--- config.mk ---
export PLATFORM = sky130hd
export DESIGN_NAME = emac_top
export DESIGN_NICKNAME = d
export VERILOG_FILES = /design/src/rtl/emac_pkg.sv /design/src/rtl/emac_hazard.sv /design/src/rtl/emac_mul_stage.sv /design/src/rtl/emac_acc_stage.sv /design/src/rtl/emac_top.sv
export SDC_FILE = /design/constraint.sdc
export NUM_CORES = 2
export LEC_CHECK = 0
export ABC_AREA = 1
export BUFFER_PORTS_ARGS = -buffer_cell sky130_fd_sc_hd__buf_2
export CORE_MARGIN = 2
export CORE_UTILIZATION = 60
export DETAILED_ROUTE_END_ITERATION = 12
export GPL_ROUTABILITY_DRIVEN = 0
export PLACE_DENSITY = 0.86
export SETUP_SLACK_MARGIN = 0.15
export SYNTH_ARGS = -nofsm -noshare
export SYNTH_HDL_FRONTEND = slang
export SYNTH_SLANG_ARGS = --single-unit
--- constraint.sdc ---
create_clock -name clk -period 8.97 [get_ports clk]
set_input_delay 1.794 -clock clk [delete_from_list [all_inputs] [get_ports clk]]
set_output_delay 1.794 -clock clk [all_outputs]
set_load 0.005 [all_outputs]
--- src/rtl/emac_pkg.sv ---
package emac_pkg;

  localparam int DW = 32;
  localparam int HW = DW / 2;

  typedef enum logic [1:0] {
    OP_MULW = 2'b00,
    OP_MULH = 2'b01,
    OP_MACW = 2'b10,
    OP_MACH = 2'b11
  } emac_op_e;

  // Upper bits from HW-1 upward are pure sign copies.
  function automatic logic is_narrow(input logic [DW-1:0] x);
    return (&x[DW-1:HW-1]) | ~(|x[DW-1:HW-1]);
  endfunction

  function automatic logic [DW-1:0] half_sext(input logic [DW-1:0] x);
    return {{HW{x[HW-1]}}, x[HW-1:0]};
  endfunction

  // One row of the array: low DW bits of mcand times a HW-bit slice,
  // the slice read as signed when sgn is set.
  function automatic logic [DW-1:0] row_product(input logic [DW-1:0] mcand,
                                                input logic [HW-1:0] slice,
                                                input logic sgn);
    logic signed [HW:0]    s;
    logic signed [DW+HW:0] full;
    s    = {sgn & slice[HW-1], slice};
    full = $signed({{(HW+1){mcand[DW-1]}}, mcand}) * $signed({{DW{s[HW]}}, s});
    return full[DW-1:0];
  endfunction

endpackage

--- src/rtl/emac_hazard.sv ---
module emac_hazard
  import emac_pkg::*;
#(
  parameter int TAG_W = 4
) (
  input  logic [TAG_W-1:0] src_a,
  input  logic [TAG_W-1:0] src_b,
  input  logic [TAG_W-1:0] src_acc,
  input  logic             is_mac,
  input  logic             s1_v,
  input  logic [TAG_W-1:0] s1_dst,
  input  logic             s2_v,
  input  logic [TAG_W-1:0] s2_dst,
  input  logic             s1_free,
  output logic             ready,
  output logic             opnd_haz,
  output logic             acc_fwd,
  output logic             acc_haz
);

  function automatic logic in_flight(input logic [TAG_W-1:0] t,
                                     input logic v1, input logic [TAG_W-1:0] d1,
                                     input logic v2, input logic [TAG_W-1:0] d2);
    return (t != '0) && ((v1 && d1 == t) || (v2 && d2 == t));
  endfunction

  logic             young_v;
  logic [TAG_W-1:0] young_dst;

  always_comb begin
    young_v   = s1_v | s2_v;
    young_dst = s1_v ? s1_dst : s2_dst;
    opnd_haz  = in_flight(src_a, s1_v, s1_dst, s2_v, s2_dst)
              | in_flight(src_b, s1_v, s1_dst, s2_v, s2_dst);
    acc_fwd   = is_mac && (src_acc != '0) && young_v && (young_dst == src_acc);
    acc_haz   = is_mac && in_flight(src_acc, s1_v, s1_dst, s2_v, s2_dst) && !acc_fwd;
    ready     = s1_free && !opnd_haz && !acc_haz;
  end

endmodule

--- src/rtl/emac_mul_stage.sv ---
module emac_mul_stage
  import emac_pkg::*;
#(
  parameter int TAG_W = 4
) (
  input  logic             clk,
  input  logic             rst_n,
  input  logic             load_i,
  input  emac_op_e         op_i,
  input  logic [DW-1:0]    a_i,
  input  logic [DW-1:0]    b_i,
  input  logic [DW-1:0]    acc_i,
  input  logic [TAG_W-1:0] dst_i,
  input  logic             fwd_i,
  output logic             v_o,
  output logic             last_o,
  output logic [TAG_W-1:0] dst_o,
  output logic [DW-1:0]    prod_o,
  output logic [DW-1:0]    acc_o,
  output logic             mac_o,
  output logic             fwd_o
);

  logic             v_q, hi_q, wide_q, mac_q, fwd_q;
  logic [DW-1:0]    mc_q, mr_q, acc_q, part_q;
  logic [TAG_W-1:0] dst_q;

  logic [DW-1:0] opa, opb, mc_d, mr_d, row, sum;
  logic          last;

  // Operand staging: halfword forms are sign-extended, and a narrow
  // operand is steered onto the slice side of the row.
  always_comb begin
    opa = op_i[0] ? half_sext(a_i) : a_i;
    opb = op_i[0] ? half_sext(b_i) : b_i;
    if (is_narrow(opb)) begin
      mc_d = opa;
      mr_d = opb;
    end else if (is_narrow(opa)) begin
      mc_d = opb;
      mr_d = opa;
    end else begin
      mc_d = opa;
      mr_d = opb;
    end
  end

  // Row pass: low slice (unsigned on a two-pass product), then high slice.
  always_comb begin
    if (hi_q) begin
      row = row_product(mc_q, mr_q[DW-1:HW], 1'b1);
      sum = part_q + {row[HW-1:0], {HW{1'b0}}};
    end else begin
      row = row_product(mc_q, mr_q[HW-1:0], ~wide_q);
      sum = row;
    end
    last = v_q && (!wide_q || hi_q);
  end

  always_ff @(posedge clk or negedge rst_n) begin
    if (!rst_n) begin
      v_q    <= 1'b0;
      hi_q   <= 1'b0;
      wide_q <= 1'b0;
      mac_q  <= 1'b0;
      fwd_q  <= 1'b0;
      mc_q   <= '0;
      mr_q   <= '0;
      acc_q  <= '0;
      part_q <= '0;
      dst_q  <= '0;
    end else if (load_i) begin
      v_q    <= 1'b1;
      hi_q   <= 1'b0;
      wide_q <= !is_narrow(mr_d);
      mac_q  <= op_i[1];
      fwd_q  <= fwd_i;
      mc_q   <= mc_d;
      mr_q   <= mr_d;
      acc_q  <= acc_i;
      dst_q  <= dst_i;
    end else if (v_q && !last) begin
      hi_q   <= 1'b1;
      part_q <= row;
    end else if (last) begin
      v_q  <= 1'b0;
      hi_q <= 1'b0;
    end
  end

  assign v_o    = v_q;
  assign last_o = last;
  assign dst_o  = dst_q;
  assign prod_o = sum;
  assign acc_o  = acc_q;
  assign mac_o  = mac_q;
  assign fwd_o  = fwd_q;

endmodule

--- src/rtl/emac_acc_stage.sv ---
module emac_acc_stage
  import emac_pkg::*;
#(
  parameter int TAG_W = 4
) (
  input  logic             clk,
  input  logic             rst_n,
  input  logic             in_v,
  input  logic [DW-1:0]    in_prod,
  input  logic [DW-1:0]    in_acc,
  input  logic [TAG_W-1:0] in_dst,
  input  logic             in_mac,
  input  logic             in_fwd,
  output logic             s2_v_o,
  output logic [TAG_W-1:0] s2_dst_o,
  output logic             res_valid,
  output logic [TAG_W-1:0] res_dst,
  output logic [DW-1:0]    res_data
);

  logic             v_q, mac_q, fwd_q;
  logic [DW-1:0]    prod_q, acc_q, last_q;
  logic [TAG_W-1:0] dst_q;
  logic [DW-1:0]    addend, total;

  // last_q always holds the most recently retired result, which is the
  // adjacent predecessor's value whenever fwd_q is set.
  always_comb begin
    addend = !mac_q ? '0 : (fwd_q ? last_q : acc_q);
    total  = prod_q + addend;
  end

  always_ff @(posedge clk or negedge rst_n) begin
    if (!rst_n) begin
      v_q       <= 1'b0;
      mac_q     <= 1'b0;
      fwd_q     <= 1'b0;
      prod_q    <= '0;
      acc_q     <= '0;
      dst_q     <= '0;
      last_q    <= '0;
      res_valid <= 1'b0;
      res_dst   <= '0;
      res_data  <= '0;
    end else begin
      v_q       <= in_v;
      mac_q     <= in_mac;
      fwd_q     <= in_fwd;
      prod_q    <= in_prod;
      acc_q     <= in_acc;
      dst_q     <= in_dst;
      res_valid <= v_q;
      if (v_q) begin
        res_dst  <= dst_q;
        res_data <= total;
        last_q   <= total;
      end
    end
  end

  assign s2_v_o   = v_q;
  assign s2_dst_o = dst_q;

endmodule

--- src/rtl/emac_top.sv ---
module emac_top
  import emac_pkg::*;
#(
  parameter int TAG_W = 4
) (
  input  logic             clk,
  input  logic             rst_n,
  input  logic             iss_valid,
  output logic             iss_ready,
  input  logic [1:0]       iss_op,
  input  logic [DW-1:0]    iss_a,
  input  logic [DW-1:0]    iss_b,
  input  logic [DW-1:0]    iss_acc,
  input  logic [TAG_W-1:0] iss_dst,
  input  logic [TAG_W-1:0] iss_src_a,
  input  logic [TAG_W-1:0] iss_src_b,
  input  logic [TAG_W-1:0] iss_src_acc,
  output logic             res_valid,
  output logic [TAG_W-1:0] res_dst,
  output logic [DW-1:0]    res_data
);

  // Named internal events, observed by the bound checker.
  logic             s1_v, s1_last, s1_free, s1_mac, s1_fwd;
  logic [TAG_W-1:0] s1_dst, s2_dst;
  logic             s2_v;
  logic [DW-1:0]    s1_prod, s1_acc;
  logic             accept, opnd_haz, acc_fwd, acc_haz;

  assign s1_free = !s1_v || s1_last;
  assign accept  = iss_valid && iss_ready;

  emac_hazard #(.TAG_W(TAG_W)) u_hazard (
    .src_a    (iss_src_a),
    .src_b    (iss_src_b),
    .src_acc  (iss_src_acc),
    .is_mac   (iss_op[1]),
    .s1_v     (s1_v),
    .s1_dst   (s1_dst),
    .s2_v     (s2_v),
    .s2_dst   (s2_dst),
    .s1_free  (s1_free),
    .ready    (iss_ready),
    .opnd_haz (opnd_haz),
    .acc_fwd  (acc_fwd),
    .acc_haz  (acc_haz)
  );

  emac_mul_stage #(.TAG_W(TAG_W)) u_mul (
    .clk    (clk),
    .rst_n  (rst_n),
    .load_i (accept),
    .op_i   (emac_op_e'(iss_op)),
    .a_i    (iss_a),
    .b_i    (iss_b),
    .acc_i  (iss_acc),
    .dst_i  (iss_dst),
    .fwd_i  (acc_fwd),
    .v_o    (s1_v),
    .last_o (s1_last),
    .dst_o  (s1_dst),
    .prod_o (s1_prod),
    .acc_o  (s1_acc),
    .mac_o  (s1_mac),
    .fwd_o  (s1_fwd)
  );

  emac_acc_stage #(.TAG_W(TAG_W)) u_acc (
    .clk       (clk),
    .rst_n     (rst_n),
    .in_v      (s1_last),
    .in_prod   (s1_prod),
    .in_acc    (s1_acc),
    .in_dst    (s1_dst),
    .in_mac    (s1_mac),
    .in_fwd    (s1_fwd),
    .s2_v_o    (s2_v),
    .s2_dst_o  (s2_dst),
    .res_valid (res_valid),
    .res_dst   (res_dst),
    .res_data  (res_data)
  );

endmodule

== Word-level counts from Yosys, hierarchy flattened ==
Index checks and enable logic that the tools add are counted.
W data, S select, Z words.

* Output and inout port bits: 38
* Register bits: 245

* Reduce and logical (&&, ||, !) cells: 44
* Muxes and demuxes: 16
* Bitwise gates (word level): 11
* Add/sub/neg operators: 2
* $mul: 2
* Eq/ne operators: 8

{| class="wikitable"
|+ Operators with widths
! operator !! count
|-
| $mux W32 || 10
|-
| $add A32 B32 Y32 || 2
|-
| $reduce_and A17 Y1 || 3
|-
| $reduce_or A17 Y1 || 3
|-
| $mul A32 B16 Y32 || 1
|-
| $mul A32 B17 Y32 || 1
|-
| $eq A4 B4 Y1 || 7
|-
| $logic_and A1 B1 Y1 || 19
|-
| $reduce_bool A4 Y1 || 3
|-
| $logic_not A1 Y1 || 7
|-
| $logic_or A1 B1 Y1 || 5
|-
| $mux W1 || 5
|-
| $not A1 Y1 || 5
|-
| $or A1 B1 Y1 || 5
|-
| $mux W4 || 1
|-
| $reduce_and A2 Y1 || 2
|-
| $reduce_bool A3 Y1 || 1
|-
| $ne A2 B2 Y1 const B || 1
|-
| $reduce_bool A2 Y1 || 1
|-
| $and A1 B1 Y1 || 1
|}

== Depth between registers and ports, before layout ==
* Depth in word-level cells: 11
* Depth in mapped cells: 33
* Depth with buffers taken out: 31

== Modules after synthesis ==
A second synthesis with hierarchy kept.

* Cells, all modules: 4344
* Area, all modules: 31522.7 um^2

{| class="wikitable"
|+ By module, submodules not included
! module !! area each (um^2) !! sequential area each (um^2) !! cells an instance !! times used
|-
| emac_mul_stage || 24896.4 || 3428.3 || 3405 || 1
|-
| emac_acc_stage || 6039.5 || 2702.6 || 800 || 1
|-
| emac_hazard || 571.8 || 0.0 || 135 || 1
|-
| emac_top || 15.0 || 0.0 || 4 || 1
|}

== Least setup slack after synthesis ==
No wires, ideal clock.

* Kind: register -> register
* Start point: register u_mul.mc_q[6]
* End point: register u_acc.prod_q[30]
* Clock period less this slack: 5.988 ns
* Required time: 8.846 ns
* Slack: 2.982 ns
* Stages on the path, launching flop included: 29
* Path buffers: 2
* Arrival time: 5.864 ns
* Library setup time: 0.124 ns
* Cell sequence: dfrtp_1 > clkbuf_1 > clkbuf_1 > nand2_1 > fa_1 > inv_1 > fa_1 > ha_1 > inv_1 > fa_1 > fa_1 > fa_1 > inv_1 > ha_1 > a21oi_1 > a21boi_0 > o21ai_0 > xor2_1 > ha_1 > nand2_1 > nor3_1 > nand3_1 > o2111ai_1 > nand2_1 > nand2_1 > a21o_1 > a21oi_1 > o21ai_0 > nand2_1

* Cells in the longest elaborated chain, start to end: 3
* Elaborated cells between the ends (all ways): 4
* Classes of those cells: add/sub: 1; mul: 2; mux: 1

{| class="wikitable"
|+ RTL lines
! element !! line !! text
|-
| start, declared || emac_mul_stage.sv:25 || <nowiki>logic [DW-1:0] mc_q, mr_q, acc_q, part_q;</nowiki>
|-
| start signal, assigned || emac_mul_stage.sv:78 || <nowiki>mc_q <= mc_d;</nowiki>
|-
| $mul A32 B16 Y32 || emac_pkg.sv:30 || <nowiki>full = $signed({{(HW+1){mcand[DW-1]}}, mcand}) * $signed({{DW{s[HW]}}, s});</nowiki>
|-
| $add A32 B32 Y32 || emac_mul_stage.sv:52 || <nowiki>sum = part_q + {row[HW-1:0], {HW{1'b0}}};</nowiki>
|-
| $mux W32 (*) || emac_mul_stage.sv:50 || <nowiki>if (hi_q) begin</nowiki>
|-
| net s1_prod[30] || emac_top.sv:27 || <nowiki>logic [DW-1:0] s1_prod, s1_acc;</nowiki>
|-
| end signal, assigned || emac_acc_stage.sv:49 || <nowiki>prod_q <= in_prod;</nowiki>
|-
| end, declared || emac_acc_stage.sv:22 || <nowiki>logic [DW-1:0] prod_q, acc_q, last_q;</nowiki>
|}

The timed path passes the listed nets; every way through them passes the cells marked *.
A chain may end at the register's enable or synchronous reset.

== Worst setup path after layout ==
* Start point: register u_mul.mr_q[15]
* End point: register u_acc.prod_q[27]

* Cells in the longest elaborated chain, start to end: 3

{| class="wikitable"
|+ RTL lines
! element !! line !! text
|-
| start, declared || emac_mul_stage.sv:25 ||
|-
| start signal, assigned || emac_mul_stage.sv:79 || <nowiki>mr_q <= mr_d;</nowiki>
|-
| $and A1 B1 Y1 || emac_pkg.sv:29 || <nowiki>s = {sgn & slice[HW-1], slice};</nowiki>
|-
| $mul A32 B17 Y32 (*) || emac_pkg.sv:30 ||
|-
| $mux W32 (*) || emac_mul_stage.sv:50 ||
|-
| net s1_prod[27] || emac_top.sv:27 ||
|}

Marks and branches as above.

==> impl_metrics.env <==
export IMPL_wl_um=79920
export IMPL_cts_sinks=245
export IMPL_ys_flop_type="dfrtp_1"
export IMPL_cts_root_buffer="clkbuf_16"
export IMPL_relSlewSlack_pct=23.32
export IMPL_cts_resized=0
export IMPL_overflow=0
export IMPL_crit_slowest_cell="dfrtp_1"
export IMPL_hpwlAfterDp_um=61610
export IMPL_hold_path_class="reg -> reg"
export IMPL_final_common_cell="nand2_1"
export IMPL_antenna_found_initial=1
export IMPL_cts_hold_buf=0
export IMPL_initial_core_util_pct=60.42
export IMPL_async_reset_ff_share_pct=100.0
export IMPL_drv_slew=0
export IMPL_core_region_area_um2=51090
export IMPL_finalHoldViolCount=0
export IMPL_fillCellCount=4232
export IMPL_startpoint_type="flop"
export IMPL_netlist_area_um2=30870
export IMPL_num_io_pins=155
export IMPL_via_per_inst=5.439
export IMPL_yosys_warnings=0
export IMPL_drv_cap=0
export IMPL_grt_pass1_wl_um=133500
export IMPL_layout_cells_non_filler=4841
export IMPL_die_area_um2=53280
export IMPL_ys_seq_area_share_pct=19.86
export IMPL_grt_total_usage_pct=31.30
export IMPL_yosysUniqueCellTypes=47
export IMPL_finalCritPeriodShare_pct=78.46
export IMPL_slowest_delay_ps=740
export IMPL_rows=83
export IMPL_clkLatencyLatePin_ps=590
export IMPL_h_tree_depth=1
export IMPL_ys_ff_latch=245
export IMPL_multi_input_area_um2=20110
export IMPL_worst_pin_slew_ps=1150
export IMPL_cts_buffers=29
export IMPL_syn_num_nets=4893
export IMPL_die_w_um=230.8
export IMPL_placedCellCount=4788
export IMPL_crit_type="reg -> reg"
export IMPL_rsz0062_at_grt="no"
export IMPL_cp_arrival_ps=7450
export IMPL_grt_pass1_vias=27440
export IMPL_vias=26330
export IMPL_layout_common_cells="1259 x nand2_1, 960 x inv_1, 415 x fa_1"
export IMPL_endpoint_kind="flop"
export IMPL_die_h_um=230.8
export IMPL_drtIter0Drc=2471
export IMPL_synthTopCellsByArea="fa_1 27%, dfrtp_1 20%, nand2_1 15%, inv_1 12%, ha_1 8.3%"
export IMPL_syn_avg_cell_area_um2=7.426
export IMPL_period_minus_slack_ps=7038
export IMPL_setup_tns_ps=0
export IMPL_synth_edf_count=0
export IMPL_drive_above_1_share_pct=6.633
export IMPL_dr_pass1_iters=6
export IMPL_cts_tree="built"
export IMPL_postCtsSetupBuffers=0
export IMPL_synth_top_cell_area_share_pct=26.91
export IMPL_areaGrowthSynthToFinish_pct=6.169
export IMPL_finClkSkew_ps=19.67
export IMPL_max_freq_mhz=142.1
export IMPL_grt_max_degree=157
export IMPL_cts_buffer_depth=3
export IMPL_setup_viol=0
export IMPL_required_ps=9380
export IMPL_cpMostUsedCell="fa_1"
export IMPL_portBuffers=154
export IMPL_status="complete, no violations"
export IMPL_worstPathMaxFanout=17
export IMPL_post_drt_wl_per_cell_um=16.51
export IMPL_synthCells=4157
export IMPL_path_clk_slew_ps=60
export IMPL_yosysTopAreaCell="fa_1"
export IMPL_ant_nets=0
export IMPL_crit_chain="inv_1 > nor2_1 > inv_1 > nor2_1 > fa_1 > fa_1 > fa_1 > fa_1 > fa_1 > inv_1 > fa_1 > inv_1 > ha_1 > a21oi_1 > o21ai_0 > a21oi_1 > nand3_1 > a21o_1 > o21ai_0 > o21ai_0"
export IMPL_final_nets=4875
export IMPL_diodes=0
export IMPL_ff_latch_area_um2=6131
export IMPL_drc=0
## critical path: cells and delay by family, from the launching register on
family / cells / cell delay [ps]
compound gates: 6 / 1540
fa+ha+maj: 7 / 3150
buf+inv: 4 / 600
flops: 1 / 740
simple gates: 3 / 810
## cell type report
cell class	count	area share, %
clock buffer	38	2.470
sequential	245	18.71
multi-input combinational	2708	61.37
clock inverter	15	0.5497
timing repair buffer	191	3.268
tap	680	2.596
inverter	964	11.04
## state kept, by name, indices dropped and copies added, names as in the netlist, 4 cells and up
| register | count |
|---|---|
| u_acc.s2_dst_o | 4 |
| u_mul.acc_o | 32 |
| u_mul.mc_q | 32 |
| u_acc.last_q | 32 |
| u_mul.mr_q | 32 |
| u_mul.dst_o | 4 |
| u_mul.part_q | 32 |
| u_acc.acc_q | 32 |
| u_acc.res_dst | 4 |
| u_acc.prod_q | 32 |
## cells by family (layout without fill, tap and decap cells)
logic type                 Yosys count  after routing  synth area share, %
DFF                                245            245                19.86
buffers and inverters             1204           1208                15.00
adders and majority gates          619            619                35.18
and+or+nand+nor                   1560           1560                19.88
xor gates and xnor gates            58             58                1.646
muxes                               13             13               0.4215
AOI/OAI and AO/OA                  458            458                8.001
## worst paths after layout
check | slack, ps | startpoint | endpoint | cells past startpoint
max | 1930 | u_mul.mr_q[15]$_DFFE_PN0P_ | u_acc.prod_q[27]$_DFF_PN0_ | 20
min | 370 | u_mul.acc_o[27]$_DFFE_PN0P_ | u_acc.acc_q[27]$_DFF_PN0_ | 0
max reg2reg | 1930 | u_mul.mr_q[15]$_DFFE_PN0P_ | u_acc.prod_q[27]$_DFF_PN0_ | 20
min reg2reg | 370 | u_mul.acc_o[27]$_DFFE_PN0P_ | u_acc.acc_q[27]$_DFF_PN0_ | 0
max in group asynchronous | 6430 | rst_n | u_mul.mc_q[11]$_DFFE_PN0P_ | 2
min in group asynchronous | 1210 | rst_n | u_acc.res_dst[1]$_DFFE_PN0P_ | 1
## synth_stat cells, drive strengths merged (7+ instances only)
cell type	number
ha	204
dfrtp	245
xnor2	26
xor2	32
o21bai	7
or2	22
o21a	15
o21ai	235
nand2	1264
a21o	12
nor3	16
fa	415
inv	963
mux2i	13
buf	56
clkbuf	184
nand4	13
a31oi	8
nand3	89
a21oi	156
nor2	143
## layer usage
metal / wire (um) / share of wire [%] / GRT usage (%) / vias to the layer above
met4: 4461 / 5.6 / 15.56 / 0
met3: 7378 / 9.2 / 5.237 / 322
met5: 0 / 0 / 0 / -
li1: - / - / - / 12180
met1: 30240 / 38 / 38.61 / 12480
met2: 37840 / 47 / 53.32 / 1353
## per-stage QoR
| stage | setup slack, ps | hold WS [ps] | instance area [um2] | utilization, % |
|---|---|---|---|---|
| final | 1932 | 374.2 | 32770 | 64.14 |
| after global routing | 1558 | 378.6 | 32770 | 64.14 |
| after CTS | 2141 | 374.6 | 32770 | 64.14 |
| after detailed placement | 2179 | 360.3 | 31780 | 62.21 |
| after global placement | 2219 | 355.5 | 31780 | 62.21 |
| after floorplan | 2982 | 348.7 | 30870 | - |
Power is not shown: default switching activity piles up to over one toggle a cycle in this logic, so the estimate is an artifact.
